## src/rtl/mbrx_pkg.sv

```systemverilog
package mbrx_pkg;

    localparam int WORD_W    = 32;
    localparam int CMB_WORDS = 4;
    localparam int CMB_BITS  = CMB_WORDS * WORD_W;
    localparam int EN_BIT    = 2;

    // window-relative offsets
    localparam logic [4:0] OFF_RAW  = 5'h00;
    localparam logic [4:0] OFF_MSKD = 5'h04;
    localparam logic [4:0] OFF_ACK  = 5'h08;
    localparam logic [4:0] OFF_MASK = 5'h10;
    localparam logic [4:0] OFF_MSET = 5'h14;
    localparam logic [4:0] OFF_MCLR = 5'h18;

    // frame-level addresses
    localparam logic [11:0] ADR_CFG  = 12'hF80;
    localparam logic [11:0] ADR_FST  = 12'hF90;
    localparam logic [11:0] ADR_FCLR = 12'hF94;
    localparam logic [11:0] ADR_FEN  = 12'hF98;

    typedef enum logic [3:0] {
        TGT_NONE,
        TGT_RAW,
        TGT_MSKD,
        TGT_ACK,
        TGT_MASK,
        TGT_MSET,
        TGT_MCLR,
        TGT_CFG,
        TGT_FST,
        TGT_FCLR,
        TGT_FEN,
        TGT_CMB
    } tgt_e;

endpackage

```

## src/rtl/mbrx_decode.sv

```systemverilog
module mbrx_decode
    import mbrx_pkg::*;
#(
    parameter int NWIN = 4
) (
    input  logic [11:0] addr,
    output tgt_e        tgt,
    output logic [6:0]  win_idx,
    output logic [1:0]  cmb_idx
);
    localparam int WIN_SPAN = NWIN * 32;

    always_comb begin
        tgt     = TGT_NONE;
        win_idx = addr[11:5];
        cmb_idx = addr[3:2];
        if (int'(addr) < WIN_SPAN) begin
            case (addr[4:0])
                OFF_RAW:  tgt = TGT_RAW;
                OFF_MSKD: tgt = TGT_MSKD;
                OFF_ACK:  tgt = TGT_ACK;
                OFF_MASK: tgt = TGT_MASK;
                OFF_MSET: tgt = TGT_MSET;
                OFF_MCLR: tgt = TGT_MCLR;
                default:  tgt = TGT_NONE;
            endcase
        end else begin
            case (addr)
                ADR_CFG:  tgt = TGT_CFG;
                ADR_FST:  tgt = TGT_FST;
                ADR_FCLR: tgt = TGT_FCLR;
                ADR_FEN:  tgt = TGT_FEN;
                default: begin
                    if (addr[11:4] == 8'hFA && addr[1:0] == 2'b00)
                        tgt = TGT_CMB;
                end
            endcase
        end
    end

endmodule

```

## src/rtl/mbrx_mask_bank.sv

```systemverilog
module mbrx_mask_bank
    import mbrx_pkg::*;
#(
    parameter int NWIN = 4
) (
    input  logic                   clk,
    input  logic                   rst_n,
    input  logic                   wr,
    input  tgt_e                   tgt,
    input  logic [6:0]             win_idx,
    input  logic [WORD_W-1:0]      wdata,
    output logic [NWIN*WORD_W-1:0] mask_flat
);

    for (genvar g = 0; g < NWIN; g++) begin : g_win
        logic [WORD_W-1:0] mask_d, mask_q;
        logic              hit;

        assign hit = wr && (win_idx == 7'(g));

        always_comb begin
            mask_d = mask_q;
            if (hit && tgt == TGT_MSET)
                mask_d = mask_q | wdata;
            else if (hit && tgt == TGT_MCLR)
                mask_d = mask_q & ~wdata;
        end

        always_ff @(posedge clk) begin
            if (!rst_n) mask_q <= '1;
            else        mask_q <= mask_d;
        end

        assign mask_flat[g*WORD_W +: WORD_W] = mask_q;
    end

endmodule

```

## src/rtl/mbrx_summary.sv

```systemverilog
module mbrx_summary
    import mbrx_pkg::*;
#(
    parameter int NWIN = 4
) (
    input  logic [NWIN*WORD_W-1:0] status,
    input  logic [NWIN*WORD_W-1:0] mask_flat,
    output logic [NWIN*WORD_W-1:0] masked,
    output logic [CMB_BITS-1:0]    cmb_flat,
    output logic                   any_hit
);
    localparam int PAD = CMB_BITS - NWIN;

    logic [NWIN-1:0] hit;

    for (genvar g = 0; g < NWIN; g++) begin : g_win
        assign masked[g*WORD_W +: WORD_W] =
            status[g*WORD_W +: WORD_W] & ~mask_flat[g*WORD_W +: WORD_W];
        assign hit[g] = |masked[g*WORD_W +: WORD_W];
    end

    assign cmb_flat = {{PAD{1'b0}}, hit};
    assign any_hit  = |hit;

endmodule

```

## src/rtl/mbrx_frame.sv

```systemverilog
module mbrx_frame
    import mbrx_pkg::*;
#(
    parameter int NWIN = 4
) (
    input  logic                   clk,
    input  logic                   rst_n,
    input  logic                   bus_wr,
    input  logic                   bus_rd,
    input  logic [11:0]            bus_addr,
    input  logic [31:0]            bus_wdata,
    output logic [31:0]            bus_rdata,
    input  logic [NWIN*32-1:0]     win_status,
    output logic [NWIN*32-1:0]     win_clear,
    output logic                   rx_irq
);
    localparam int FLAT_W = NWIN * WORD_W;

    typedef struct packed {
        logic [WORD_W-1:0] rdata;
        logic [FLAT_W-1:0] clr;
        logic              en;
        logic              irq;
    } frame_st_t;

    frame_st_t st_d, st_q;

    tgt_e              tgt;
    logic [6:0]        win_idx;
    logic [1:0]        cmb_idx;
    logic [FLAT_W-1:0] mask_flat;
    logic [FLAT_W-1:0] masked;
    logic [CMB_BITS-1:0] cmb_flat;
    logic              any_hit;
    logic              irq_en_q;
    logic [WORD_W-1:0] rd_val;

    mbrx_decode #(.NWIN(NWIN)) u_dec (
        .addr    (bus_addr),
        .tgt     (tgt),
        .win_idx (win_idx),
        .cmb_idx (cmb_idx)
    );

    mbrx_mask_bank #(.NWIN(NWIN)) u_mask (
        .clk       (clk),
        .rst_n     (rst_n),
        .wr        (bus_wr),
        .tgt       (tgt),
        .win_idx   (win_idx),
        .wdata     (bus_wdata),
        .mask_flat (mask_flat)
    );

    mbrx_summary #(.NWIN(NWIN)) u_sum (
        .status    (win_status),
        .mask_flat (mask_flat),
        .masked    (masked),
        .cmb_flat  (cmb_flat),
        .any_hit   (any_hit)
    );

    // read selection
    always_comb begin
        rd_val = '0;
        case (tgt)
            TGT_RAW, TGT_MSKD, TGT_MASK: begin
                for (int w = 0; w < NWIN; w++) begin
                    if (win_idx == 7'(w)) begin
                        if (tgt == TGT_RAW)
                            rd_val = win_status[w*WORD_W +: WORD_W];
                        else if (tgt == TGT_MSKD)
                            rd_val = masked[w*WORD_W +: WORD_W];
                        else
                            rd_val = mask_flat[w*WORD_W +: WORD_W];
                    end
                end
            end
            TGT_CFG: rd_val = {25'd0, 7'(NWIN)};
            TGT_FST: rd_val[EN_BIT] = any_hit;
            TGT_FEN: rd_val[EN_BIT] = st_q.en;
            TGT_CMB: rd_val = cmb_flat[cmb_idx*WORD_W +: WORD_W];
            default: rd_val = '0;
        endcase
    end

    // next state
    always_comb begin
        st_d     = st_q;
        st_d.clr = '0;
        if (bus_wr && tgt == TGT_ACK) begin
            for (int w = 0; w < NWIN; w++) begin
                if (win_idx == 7'(w))
                    st_d.clr[w*WORD_W +: WORD_W] = bus_wdata;
            end
        end
        if (bus_wr && tgt == TGT_FEN)
            st_d.en = bus_wdata[EN_BIT];
        st_d.irq = st_q.en & any_hit;
        if (bus_rd)
            st_d.rdata = rd_val;
    end

    always_ff @(posedge clk) begin
        if (!rst_n) st_q <= '0;
        else        st_q <= st_d;
    end

    assign bus_rdata = st_q.rdata;
    assign win_clear = st_q.clr;
    assign rx_irq    = st_q.irq;
    assign irq_en_q  = st_q.en;

endmodule

```

## config.mk

```make
export PLATFORM = sky130hd
export DESIGN_NAME = mbrx_frame
export DESIGN_NICKNAME = d
export VERILOG_FILES = /design/src/rtl/mbrx_pkg.sv /design/src/rtl/mbrx_decode.sv /design/src/rtl/mbrx_mask_bank.sv /design/src/rtl/mbrx_summary.sv /design/src/rtl/mbrx_frame.sv
export SDC_FILE = /design/constraint.sdc
export NUM_CORES = 1
export LEC_CHECK = 0
export BUFFER_PORTS_ARGS = -buffer_cell sky130_fd_sc_hd__buf_2
export CORE_UTILIZATION = 40
export CTS_BUF_LIST = sky130_fd_sc_hd__clkbuf_8
export CTS_CLUSTER_DIAMETER = 80
export CTS_CLUSTER_SIZE = 8
export DETAILED_ROUTE_END_ITERATION = 16
export GPL_ROUTABILITY_DRIVEN = 1
export HOLD_SLACK_MARGIN = 0.02
export PLACE_DENSITY = 0.61
export SYNTH_ARGS = -nofsm -noshare
export SYNTH_HDL_FRONTEND = slang
export SYNTH_SLANG_ARGS = --single-unit
```

## constraint.sdc

```tcl
create_clock -name clk -period 4.6 [get_ports clk]
set_input_delay 0.23 -clock clk [delete_from_list [all_inputs] [get_ports clk]]
set_output_delay 0.23 -clock clk [all_outputs]
set_load 0.05 [all_outputs]
```

Yosys cells after proc, flatten, opt, wreduce, memory -nomap -nowiden

Cells that the tools add are included.

Bits of input ports: 176
Register bits after elaboration: 290
Word-level logic and storage cells: 113

Reduce and logical (&&, ||, !) cells: 32
Mux-type cells: 27
Bitwise logic cells: 18
Eq/ne operators: 23
Shifts and indexed selects: 1
Magnitude comparators: 1

Operators by type and width:

| kind                                                                          | number |
|---|---|
| 32-bit 2-to-1 mux                                                             | 20 |
| 32-bit bitwise AND                                                            | 8 |
| 32-bit NOT                                                                    | 5 |
| 32-bit bitwise OR                                                             | 4 |
| 128-bit OR reduction                                                          | 1 |
| 32-bit OR reduction                                                           | 4 |
| 128-bit by 8-bit variable part select with 32-bit output                      | 1 |
| 29-bit one-hot mux with 2 select lines                                        | 1 |
| 12-bit == test, second input constant                                         | 4 |
| 3-bit one-hot mux with 6 select lines                                         | 1 |
| 4-bit by 3-bit == test with 1-bit output, second input constant               | 4 |
| 4-bit one-hot mux with 4 select lines                                         | 1 |
| 5-bit == test, second input constant                                          | 3 |
| 1-bit logical AND                                                             | 15 |
| 7-bit by 2-bit == test with 1-bit output, second input constant               | 2 |
| 4-bit == test, second input constant                                          | 3 |
| 12-bit by 8-bit less-than comparator with 1-bit output, second input constant | 1 |
| 3-bit AND reduction                                                           | 4 |
| 4-bit by 2-bit == test with 1-bit output, second input constant               | 2 |
| 8-bit == test, second input constant                                          | 1 |
| 4-bit 2-to-1 mux                                                              | 2 |
| 2-bit nonzero test                                                            | 4 |
| 7-bit by 1-bit == test with 1-bit output, second input constant               | 1 |
| 7-bit zero test                                                               | 1 |
| 9 further kinds                                                               | 9 |

Depth between registers and ports, before layout

Gate-level depths: netlist of run 1.

Depth after elaboration: 13
Gate-level depth with buffers: 11

Hierarchy

Synthesis of run 1 repeated with hierarchy kept, for this count alone.

Cells, all modules: 2,027
Area total of the unflattened synthesis: 17,249.0 um2

By module, submodules not included:

| module         | area each (um2) | instances | cells an instance |
|---|---|---|---|
| mbrx_frame     | 9,764.4         | 1         | 1,153 |
| mbrx_mask_bank | 5,019.8         | 1         | 539 |
| mbrx_summary   | 2,212.1         | 1         | 298 |
| mbrx_decode    | 252.7           | 1         | 37 |

Worst setup path after synthesis of run 1

Ideal clock, no wire load.

Path type: input to register
Start point: input port bus_addr[2]
End point: register st_q, in the netlist bus_rdata[20]
Stages: 11
Arrival: 2.446 ns
Slack: 2.038 ns
Data required time: 4.483 ns
Path buffers: 3
Library setup time: 0.117 ns
Cells stage by stage: buf_4 > or3b_4 > a2111oi_4 > a31oi_4 > nor4_4 > buf_6 > buf_4 > nor3_1 > a311oi_1 > o22ai_1 > a22o_1

Longest elaborated chain between the ends: 11
Elaborated cells between the ends (all ways): 33

RTL lines:

| element                                                                                                         | line              | RTL |
|---|---|---|
| start: declaration                                                                                              | mbrx_frame.sv:10  | `input logic [11:0] bus_addr,` |
| parallel branches: the longest is 10 deep, another holds 12-bit by 8-bit less-than comparator with 1-bit output | n/a               |  |
| 29-bit one-hot mux with 2 select lines (*)                                                                      | mbrx_frame.sv:66  | `case (tgt)` |
| end signal: assignment                                                                                          | mbrx_frame.sv:106 | `else st_q <= st_d;` |
| end: declaration                                                                                                | mbrx_frame.sv:26  | `frame_st_t st_d, st_q;` |

Every way passes the cells marked *.
A chain may end at the register's enable or synchronous reset.

==> results of run 1 <==
-- what timing repair did --
action / CTS / global route
setup buffers: 0 / 0
gates resized for setup: 0 / 0
endpoints found under the hold margin: 263 / 0
hold buffers: 46 / 0
-- cells by family after synthesis --
kind of cell | Yosys count | synth area share
compound gates | 365 | 0.213
buf+inv | 204 | 0.0620
flops | 290 | 0.402
mux | 2 | 0.00225
simple gates | 972 | 0.321
-- tightest hold or removal path, cell delays in order --
cell	delay (ns)
buf_2	0.10
a221oi_2	0.06
o31ai_2	0.24
-- cell usage in the layout, fill, tap and decap left out, types with 27 or more instances in the layout --
master / n
dfxtp_1: 290
nand3_1: 136
dlygate4sd3_1: 46
inv_1: 48
a31oi_1: 31
and2_1: 129
nor2_1: 68
buf_4: 31
a221o_1: 27
a221oi_1: 63
clkbuf_8: 44
buf_2: 335
o22ai_1: 41
o21ai_1: 31
nor2b_1: 83
nand2_1: 473
-- cell type report --
type	instances	area [um2]	share of cell area
Timing Repair Buffer	414	2410	0.138
Clock buffer	44	606	0.0348
Tap cell	461	577	0.0331
Antenna cell	2	5.00	0.000287
Clock inverter	2	37.5	0.00216
Multi-Input combinational cell	1339	7790	0.447
Sequential cell	290	5810	0.333
Inverter	48	180	0.0103
-- metal layers --
layer / GRT usage / share of wire / routed length [um]
met1: 0.419 / 0.39 / 24100
met2: 0.493 / 0.43 / 26500
met5: 0 / 0 / 0
met3: 0.0859 / 0.12 / 7480
met4: 0.179 / 0.051 / 3150
-- power breakdown --
part           switching [W]  internal [W]
sequential       0.000000212       0.00251
clock               0.000990      0.000905
combinational       0.000209      0.000118
total                0.00120       0.00353
-- metrics by stage --
stage | instances | setup slack, ns | util
5_1_grt | 2599 | 1.07 | 0.489
3_3_place_gp | 2506 | 0.997 | 0.458
6_report | 2600 | 1.24 | 0.489
2_1_floorplan | 1833 | 2.04 | -
3_5_place_dp | 2506 | 1.03 | 0.458
4_1_cts | 2598 | 1.48 | 0.489
-- path summary, 6_finish.rpt --
kind                    to  cells after the start  slack [ns]
max           bus_rdata[2]                      8        1.24
min          bus_rdata[22]                      3        0.04
max reg2reg   bus_rdata[2]                      8        1.24
min reg2reg  bus_rdata[25]                      2        0.47
==> flow_summary.toml, run 1 <==
[outcome]
outcome = "complete, no violations"

[worst_setup_path]
critPathArrivalTime_ns = 3.85
cp-start-kind = "flip-flop"
critPathMaxStageDelay_ns = 0.95
worstSetupPathType = "reg2reg"
critPathBufInv = 1
crit_family = "compound AO/OA/AOI/OAI gates"
critPathMaxFanout = 4
cp.required_ns = 5.09
crit_slowest_cell = "a2111oi_0"
critical_path.cell_chain = "inv_1 -> a2111oi_0 -> o2111ai_1 -> nor4_1 -> nand4_1 -> a211o_1 -> a221oi_1 -> a31oi_1"
cp-end-kind = "flip-flop"

[layout]
fin_area_mm2 = 0.0174
drive_gt1_frac = 0.230
fin_nets = 2311
fillers = 3514
area_delta_synth_final_pct = 20.6

[power]
powerDensity_mw_per_mm2 = 272
power_w = 0.00473
p_leak_nw = 8.21
ir_drop_mv = 0.200

[clock_tree]
cts_tree = "yes"
numCtsBuffers = 42
htreeDepth = 2
clk_path_buf_depth = 3
path_clk_slew_ns = 0.07
cts_root_buffer = "clkbuf_8"
cts_sinks = 290
clkLatencyLatePin_ns = 0.61

[min_path]
hold_class = "in2reg"
hp-start = "win_status[22]"

[synth]
synth_edf_count = 0
yosys.cell_count.top_type = "nand2_1"
synthDistinctLibCells = 77
yosys-top-cells-area = "dfxtp_1 40%, nand2_1 12%, and2_1 5.6%"
synth_nets = 2009
postSynthCellCount = 1833
syn-cell-area_mm2 = 0.0144
synth_warnings = 0
async_flop_share = 0
syn_avg_cell_area_um2 = 7.88
synth_top_area_cell = "dfxtp_1"
netlist_top_cells_count = "474 x nand2_1, 290 x dfxtp_1, 137 x nand3_1"
ys_ff_latch = 290
synth_top_cell_area_share = 0.402
synthFlopType = "dfxtp_1"
ys_seq_area_frac = 0.402

[placed_design]
gp_congestion = 0.929
dpl_cell_area_mm2 = 0.0163
io_buffers = 336
dp_hpwl_um = 42300

[sta]
setup_viol = 0
slew_headroom = 0.215
finalHoldViolations = 0
grt_setup_unrepaired = "false"
fin_crit_sh = 0.731
holdWs_ns = 0.0449
final-max-slew-violation-count = 0
max_freq_mhz = 297
period_minus_slack_ns = 3.36
tightest_slew_ns = 1.15
setup_tns_ns = 0
fin_skew_ns = 0.0225

[run]
max_cap_violations = 0

[detailed_routing]
drt-total-wl_um = 61200
first_pass_iters = 6
drc_errors = 0
vias = 15409
routedWlPerCell_um = 23.5
via_per_inst = 5.93
ant_nets = 0
first_iter_violations = 1809

[floorplanning]
die-area_mm2 = 0.0369
initial_core_util = 0.406
die_w_um = 192
die_h_um = 192
pin_count = 337
row_count = 69
core_mm2 = 0.0356

[global_route]
grt.overflow.total = 0
antenna_found_initial = 4
grt_max_degree = 80
grt_pass1_wl_um = 89200
first_global_vias = 14413
track_usage = 0.326
Note: power is estimated with default switching activity, not from simulation.
==> run 2: changes to the inputs <==
--- a/config.mk
+++ b/config.mk
@@ -13,7 +13,7 @@
 export DETAILED_ROUTE_END_ITERATION = 16
 export GPL_ROUTABILITY_DRIVEN = 1
 export HOLD_SLACK_MARGIN = 0.02
-export PLACE_DENSITY = 0.61
+export PLACE_DENSITY = 0.64
 export SYNTH_ARGS = -nofsm -noshare
 export SYNTH_HDL_FRONTEND = slang
 export SYNTH_SLANG_ARGS = --single-unit
==> constraint.sdc (replaced) <==
create_clock -name clk -period 2.8 [get_ports clk]
set_input_delay 0.14 -clock clk [delete_from_list [all_inputs] [get_ports clk]]
set_output_delay 0.14 -clock clk [all_outputs]
set_load 0.05 [all_outputs]
==> flow_summary.toml, run 2 (synthesis gave the netlist of run 1 again) <==
[worst_setup_path]
r2r_cells = 9
reg2reg_to = "bus_rdata[2]"
crit_family = "buffers and inverters"
cp-start-kind = "primary input"
cp-end-kind = "flip-flop"
path_common_cell = "buf_4"
critPathMaxFanout = 8
cp.required_ns = 3.34
critPathMaxStageDelay_ns = 0.60
worstSetupPathType = "in2reg"
crit_slowest_cell = "dlygate4sd3_1"
crit_cells = 13
critical_path.cell_chain = "buf_2 -> or4_4 -> a2111oi_4 -> buf_4 -> buf_4 -> a31o_4 -> nand4_4 -> and3_4 -> nand3b_4 -> buf_12 -> a221o_1 -> o31ai_2 -> dlygate4sd3_1"
critPathBufInv = 5
r2r_setup_slack_ns = 0.09
critPathArrivalTime_ns = 3.33

[layout]
final_core_util = 0.537
fin_area_mm2 = 0.0191
drive_gt1_frac = 0.268
fillers = 3329
final_cell_mix = "473 x nand2_1, 335 x buf_2, 290 x dfxtp_1, 135 x nand3_1, 128 x and2_1"
final_common_cell = "nand2_1"
area_delta_synth_final_pct = 32.3
fin_nets = 2457

[clock_tree]
numCtsBuffers = 42
htreeDepth = 2
clk_path_buf_depth = 3
clkLatencyLatePin_ns = 0.61
cts_sinks = 290
path_clk_slew_ns = 0.07
cts_tree = "yes"
cts_root_buffer = "clkbuf_8"

[power]
p_int_w = 0.00579
clkPwrFrac = 0.393
p_leak_nw = 9.18
power.switching_w = 0.00199
power_frac_comb = 0.076
power_frac_seq = 0.531
ir_drop_mv = 0.321
p_sw_frac = 0.256
powerDensity_mw_per_mm2 = 407

[global_route]
antenna_found_initial = 1
grt_max_degree = 68
grt.overflow.total = 0
grt_pass1_wl_um = 91400
first_global_vias = 14863
track_usage = 0.331

[placed_design]
dpl_cell_area_mm2 = 0.0174
io_buffers = 336
gp_congestion = 0.973
dp_hpwl_um = 44700

[sta]
fin_skew_ns = 0.0311
finalHoldViolations = 3
final-max-slew-violation-count = 0
grt_setup_unrepaired = "true"
slew_headroom = 0.479
setup_tns_ns = 0
tightest_slew_ns = 0.781
period_minus_slack_ns = 2.78
holdWs_ns = -0.0291
setup_viol = 0
fin_crit_sh = 0.994
max_freq_mhz = 359

[min_path]
hold_depth = 3
hold_class = "in2reg"
hold_path_end = "bus_rdata[11]"
hp-start = "win_status[11]"

[floorplanning]
row_count = 69
die_h_um = 192
initial_core_util = 0.406
pin_count = 337
die-area_mm2 = 0.0369
die_w_um = 192
core_mm2 = 0.0356

[run]
max_cap_violations = 0

[detailed_routing]
via_per_inst = 5.91
first_pass_iters = 8
drc_errors = 0
vias = 16241
drt-total-wl_um = 63500
first_iter_violations = 2068
routedWlPerCell_um = 23.1
ant_nets = 0

[outcome]
outcome = "finished, violations left"
violations = "hold timing"
==> run 2: changes by cell type in the layout (fill, tap and decap cells not counted), sizes merged <==
cell	delta
bufinv	-1
diode	+1
dlymetal6s4s	+6
clkinv	+2
clkinvlp	-1
dlygate4sd3	+27
buf	+109
clkbuf	+5
==> run 2: how the worst max path moves through the flow <==
stage / start / slack [ns] / endpoint
detailed placement: win_status[127] / -0.18 / bus_rdata[2]
CTS: flip-flop / 0.02 / bus_rdata[2]
finish: bus_addr[8] / 0.02 / bus_rdata[16]
floorplan: bus_addr[2] / 0.33 / bus_rdata[20]
global placement: win_status[127] / -0.21 / bus_rdata[2]
global route: bus_addr[4] / -0.07 / bus_rdata[16]
==> run 2: stage by stage <==
step	cells	power, W	setup WS, ns
2_1_floorplan	1833	0.00441	0.328
3_3_place_gp	2603	0.00472	-0.213
3_5_place_dp	2603	0.00472	-0.179
4_1_cts	2735	0.00780	0.0186
5_1_grt	2745	0.00800	-0.0666
6_report	2748	0.00777	0.0165
==> run 2: power groups by stage <==
stage	Combinational, W	Clock [W]	Sequential (W)
after floorplan	0.000188	0	0.00422
after global placement	0.000500	0	0.00422
after CTS	0.000570	0.00311	0.00413
after detailed placement	0.000500	0	0.00422
after global routing	0.000622	0.00325	0.00412
final	0.000595	0.00305	0.00413
==> run 2: cell type report <==
| cell class | count | area [um2] | area share |
|---|---|---|---|
| clock inverters | 2 | 10.0 | 0.000524 |
| diodes | 3 | 7.51 | 0.000393 |
| clock buffers | 45 | 619 | 0.0324 |
| inverters | 48 | 180 | 0.00943 |
| multi-input cells | 1339 | 7850 | 0.411 |
| repair buffers | 560 | 4060 | 0.212 |
| flip-flops and latches | 290 | 5810 | 0.304 |
| well taps | 461 | 577 | 0.0302 |
==> run 2: repair_timing <==
action / in CTS / in global routing
hold buffers: 85 / 3
buffers inserted: 0 / 12
gates cloned: 0 / 4
resized for setup: 3 / 23
endpoints found under the hold margin: 286 / 3
pin swaps: 0 / 11
endpoints found under the setup margin: 1 / 24
==> run 2: routing by layer <==
| layer | vias up | wire (um) | global-route usage |
|---|---|---|---|
| met5 | - | 0 | 0 |
| met4 | 0 | 2960 | 0.147 |
| met3 | 206 | 7840 | 0.0808 |
| met2 | 1137 | 27500 | 0.508 |
| met1 | 7618 | 25200 | 0.438 |
| li1 | 7280 | - | - |
==> run 2: worst reg2reg max path: cells and delay by family, from the launching register on <==
kind	cells	cell delay, ns
buffers and inverters	2	0.33
and+or+nand+nor	3	0.59
AOI/OAI and AO/OA	4	1.28
DFF	1	0.38
